--- config.mk ---
export PLATFORM = sky130hd
export DESIGN_NAME = pso_shift_reg
export DESIGN_NICKNAME = d
export VERILOG_FILES = /design/src/rtl/pso_pkg.sv /design/src/rtl/pso_mode_decode.sv /design/src/rtl/pso_stage_reg.sv /design/src/rtl/pso_shift_reg.sv
export SDC_FILE = /design/constraint.sdc
export NUM_CORES = 1
export LEC_CHECK = 0
export ABC_CLOCK_PERIOD_IN_PS = 800
export BUFFER_PORTS_ARGS = -buffer_cell sky130_fd_sc_hd__buf_2
export CORE_AREA = 2 2 39 41
export CTS_CLUSTER_SIZE = 14
export DETAILED_ROUTE_END_ITERATION = 6
export DIE_AREA = 0 0 41 43
export PLACE_DENSITY_LB_ADDON = 0.05
export RECOVER_POWER = 50
export SLEW_MARGIN = 20
export SYNTH_ARGS = -nofsm -noshare
export SYNTH_HDL_FRONTEND = slang
export SYNTH_HIERARCHICAL = 1
export SYNTH_SLANG_ARGS = --single-unit
--- constraint.sdc ---
create_clock -name clk -period 0.8 [get_ports clk]
set_input_delay 0.12 -clock clk [delete_from_list [all_inputs] [get_ports clk]]
set_output_delay 0.12 -clock clk [all_outputs]
set_load 0.03 [all_outputs]
--- src/rtl/pso_pkg.sv ---
package pso_pkg;

    typedef enum logic [1:0] {
        OP_HOLD  = 2'd0,
        OP_LOAD  = 2'd1,
        OP_SHIFT = 2'd2
    } pso_op_e;

endpackage

--- src/rtl/pso_mode_decode.sv ---
module pso_mode_decode
    import pso_pkg::*;
(
    input  logic    ce_n,
    input  logic    ld_n,
    output pso_op_e op
);

    // Enable is checked first, then load takes priority over shift.
    always_comb begin
        if (ce_n) begin
            op = OP_HOLD;
        end else if (!ld_n) begin
            op = OP_LOAD;
        end else begin
            op = OP_SHIFT;
        end
    end

endmodule

--- src/rtl/pso_stage_reg.sv ---
module pso_stage_reg
    import pso_pkg::*;
#(
    parameter int WIDTH = 8
) (
    input  logic             clk,
    input  logic             clr_n,
    input  pso_op_e          op,
    input  logic             ser_in,
    input  logic [WIDTH-1:0] par_in,
    output logic [WIDTH-1:0] word_q,
    output logic             armed_q
);

    localparam int LAST = WIDTH - 1;

    typedef struct packed {
        logic [WIDTH-1:0] word;
        logic             armed;
    } stage_t;

    stage_t           st_d;
    stage_t           st_q;
    logic [WIDTH-1:0] shift_src;

    // Source of each stage when shifting: stage 0 from the serial input,
    // the rest from their lower neighbour.
    for (genvar g = 0; g < WIDTH; g++) begin : g_src
        if (g == 0) begin : g_first
            assign shift_src[g] = ser_in;
        end else begin : g_rest
            assign shift_src[g] = st_q.word[g-1];
        end
    end

    always_comb begin
        st_d       = st_q;
        st_d.armed = 1'b1;
        unique case (op)
            OP_LOAD:  st_d.word = par_in;
            OP_SHIFT: st_d.word = shift_src;
            default:  st_d.word = st_q.word;
        endcase
    end

    always_ff @(posedge clk or negedge clr_n) begin
        if (!clr_n) begin
            st_q <= '0;
        end else begin
            st_q <= st_d;
        end
    end

    assign word_q  = st_q.word;
    assign armed_q = st_q.armed;

    AST_LOAD_CAPTURE: assert property (@(posedge clk) disable iff (!clr_n)
        (armed_q && op == OP_LOAD) |=> (word_q == $past(par_in)));

    AST_SHIFT_ADVANCE: assert property (@(posedge clk) disable iff (!clr_n)
        (armed_q && op == OP_SHIFT) |=>
            (word_q[0] == $past(ser_in) && word_q[LAST:1] == $past(word_q[LAST-1:0])));

    AST_HOLD_STABLE: assert property (@(posedge clk) disable iff (!clr_n)
        (armed_q && op == OP_HOLD) |=> $stable(word_q));

    AST_CLEAR_ZERO: assert property (@(posedge clk)
        (!clr_n) |-> (word_q == '0 && !armed_q));

    AST_IDLE_AFTER_CLEAR: assert property (@(posedge clk) disable iff (!clr_n)
        (!armed_q && op == OP_HOLD) |=> (word_q == '0));

endmodule

--- src/rtl/pso_shift_reg.sv ---
module pso_shift_reg
    import pso_pkg::*;
#(
    parameter int WIDTH = 8
) (
    input  logic             clk,
    input  logic             clr_n,
    input  logic             ce_n,
    input  logic             ld_n,
    input  logic             ser_in,
    input  logic [WIDTH-1:0] par_in,
    output logic             ser_out
);

    localparam int LAST = WIDTH - 1;

    pso_op_e          op;
    logic [WIDTH-1:0] word;
    logic             armed;

    pso_mode_decode u_decode (
        .ce_n (ce_n),
        .ld_n (ld_n),
        .op   (op)
    );

    pso_stage_reg #(
        .WIDTH (WIDTH)
    ) u_stages (
        .clk     (clk),
        .clr_n   (clr_n),
        .op      (op),
        .ser_in  (ser_in),
        .par_in  (par_in),
        .word_q  (word),
        .armed_q (armed)
    );

    assign ser_out = word[LAST];

    AST_SEROUT_ORDER: assert property (@(posedge clk) disable iff (!clr_n)
        (armed && !ce_n && ld_n) |=> (ser_out == $past(word[LAST-1])));

    AST_LOAD_MSB_OUT: assert property (@(posedge clk) disable iff (!clr_n)
        (armed && !ce_n && !ld_n) |=> (ser_out == $past(par_in[LAST])));

endmodule

==> results.md <==
Pwr:
- Power spread over the standard cell area amounts to 2035 nW/um^2.
- The maximum VDD drop is 0.0009179 V.
- Summed over all cells, the static leakage comes to 0.0002452 uW.

Synth:
- During synthesis, Yosys emitted a total of 6 warnings.
- The cell area after synthesis is 406.6 um^2.
- The number of nets handed over by synthesis was 52.
- After synthesis, the mean cell area works out to 10.70 um^2.
- Synthesis produced 38 cells.

Final layout:
- The filler cells instantiated in the layout total 140.
- The number of standard cells in the layout, taps in and fillers out is slightly below 70.
- The finished cells cover 538.0 um^2.
- The register with the most flip-flops in the layout has 8 of them.
- The number of antenna repair diodes is 0.
- In the final design database the tool counted slightly below 70 nets.
- The most common library cell in the layout ignoring fill and taps is sky130_fd_sc_hd__buf_2.
- The area added between synthesis and finish is 32.31%.
- Leaving out fill and tap cells, the most frequent cells in the layout are sky130_fd_sc_hd__buf_2 (9), sky130_fd_sc_hd__nand2_1 (8), sky130_fd_sc_hd__o21ai_1 (8), sky130_fd_sc_hd__dfrtp_1 (8), sky130_fd_sc_hd__mux2i_1 (7).
- The post-route netlist has roughly 38% of its cells at a drive strength greater than 1.

Timing:
- The maximum clock rate is 1.118 GHz.
- The number of endpoints failing setup at the final stage is 1.
- For the final database, setup skew stands at 0.004463 ns.
- The final-layout setup total negative slack is -0.09473 ns.
- The number of hold violations in the final report is 0.
- The share of the clock period used by the worst path after layout is 111.8%.
- The total count of max-transition violations in the final report was 0.
- At the pin with the least slew margin, the transition time is 0.4589 ns.
- In the post-route analysis, the smallest setup slack over all paths is -0.09473 ns.
- The minimum clock period is around 0.89 ns.
- Setup repair after global routing could not meet its margin everywhere.
- The headroom to the max-slew limit is 69.41%.

Global routing:
- The initial antenna violation count is 0.
- The global-route wire length before repair is 1.352 mm.
- The via count of the first global-routing pass is around 300.
- In the global route stage, overall resource usage came out at 11.99%.
- The remaining global-route overflow is 0.
- The pin count of the biggest net entering global routing is 17.

CTS:
- In this run the number of H-tree levels came out at 1.
- CTS placed an instance of sky130_fd_sc_hd__clkbuf_4 at the clock tree root.
- In this run the post-CTS setup repair buffer count came out at 0.
- Counting the buffers created by CTS gives 3.
- The sink count of the clock tree is 8.
- The clock input transition at the sequential cells of the worst setup and hold paths is 0.06 ns.
- The longest clock path from root to sink contains 2 buffers.
- The clock tree from TritonCTS is yes.
- For the worst-skew pair, the clock arrives at the later sink with an insertion delay of 0.25 ns.

Place:
- The cell total after placement is 65.
- Buffers placed on the I/O ports in this run total 13.
- After detailed placement, the total cell area comes to 481.7 um^2.
- At the placement stage, the worst setup path has a slack of -0.2383 ns.
- The HPWL after detailed placement is 575.7 um.
- At the end of routability-driven placement, the weighted congestion stood at 0.6191.

Worst setup path:
- The data arrival time of the worst path is just under 0.8 ns.
- STA classifies the critical path startpoint as a register.
- The kind of cell adding the most delay to the critical path is flip-flops.
- The number of buffers and inverters on the critical path is 1.
- The register-to-register path setup slack is around 0.040 ns.
- The delay of the slowest critical-path stage is 0.38 ns.
- STA classifies the critical path endpoint as an output pin.
- The required time reported for the critical path endpoint is around 0.68 ns.
- The critical path goes through buf_6.
- The type of the worst setup path is register to output pin.
- Of all nets on the critical path, the largest fanout is 2.
- For this design, the slowest cell found on the critical path is sky130_fd_sc_hd__dfrtp_1.

Status:
- The final reports fail on negative setup slack.
- The flow ran to the end, but the final reports show violations.

Route:
- The total wirelength of the detailed-routed design is 768 um.
- For this run, design rule violations remaining after detail routing come to 0.
- The number of vias per cell is roughly 4.4.
- The number of vias in the routed layout is 307.
- The number of antenna-violating nets in the routed design is 0.
- The first routing iteration left 2 violations.
- The number of detailed-routing iterations run before antenna repair is 4.
- The average wire per standard cell is 11.13 um.

Floorplan:
- The floorplan has 14 rows.
- For this configuration, the core starts out at a cell density of 29.39%.
- In this run the vertical extent of the chip is around 43 um.
- The die covers 1763 um^2.
- In this run the standard cell core region covers roughly 1400 um^2.
- The die span in x is ~40 um.
- 14 I/O pins were placed.

Hold path:
- The tightest min-delay check is of the primary input to register type.

Run:
- The number of max-cap violations is 0.
-- worst min-delay path: cells and delay by family --
family / cells / cell delay [ns]
buf+inv: 1 / 0.08
compound gates: 1 / 0.10
mux: 1 / 0.05
-- layer usage --
layer	vias up	wire length [um]	GRT usage (%)
li1	161	-	-
met1	136	346	17.73
met2	8	367	13.75
met3	2	46	4.712
met4	0	8	8.000
met5	-	0	0
-- power by group --
group | internal, uW | switching [uW]
clock network | 172 | 138
logic | 133 | 123
registers | 485 | 45.8
-- layout make-up --
class | count | area (um^2) | area share [%]
flip-flops and latches | 8 | 200.2 | 37.21
clock buffers | 3 | 22.52 | 4.186
multi-input cells | 27 | 198.9 | 36.98
inverters | 1 | 3.754 | 0.6977
well taps | 16 | 20.02 | 3.721
repair buffers | 14 | 92.59 | 17.21
-- final timing paths --
kind,start,end,cells after the start
setup / recovery,u_stages/word_q[7],ser_out,1
hold / removal,par_in[2],u_stages/word_q[2],3
setup reg to reg,u_stages/word_q[5],u_stages/word_q[6],2
hold reg to reg,u_stages/word_q[2],u_stages/word_q[2],2
max in group asynchronous,clr_n,u_stages/word_q[6],2
min in group asynchronous,clr_n,u_stages/word_q[3],2
-- through the flow --
| step | hold WS (ns) | power, uW | util (%) |
|---|---|---|---|
| after floorplan | -0.1756 | 692.3 | - |
| after global placement | -0.03087 | 749.9 | 34.81 |
| after detailed placement | -0.02454 | 764.8 | 34.81 |
| after CTS | 0.1343 | 1103 | 37.61 |
| after global routing | 0.1633 | 1168 | 38.88 |
| final | 0.1376 | 1095 | 38.88 |
-- what timing repair did --
item	in CTS	in global routing
endpoints found under the setup margin	1	6
gates cloned	0	0
pin swaps	0	2
resized for setup	2	6
endpoints found under the hold margin	8	0
hold buffers	1	0
Power figures use the tool's default switching activity.
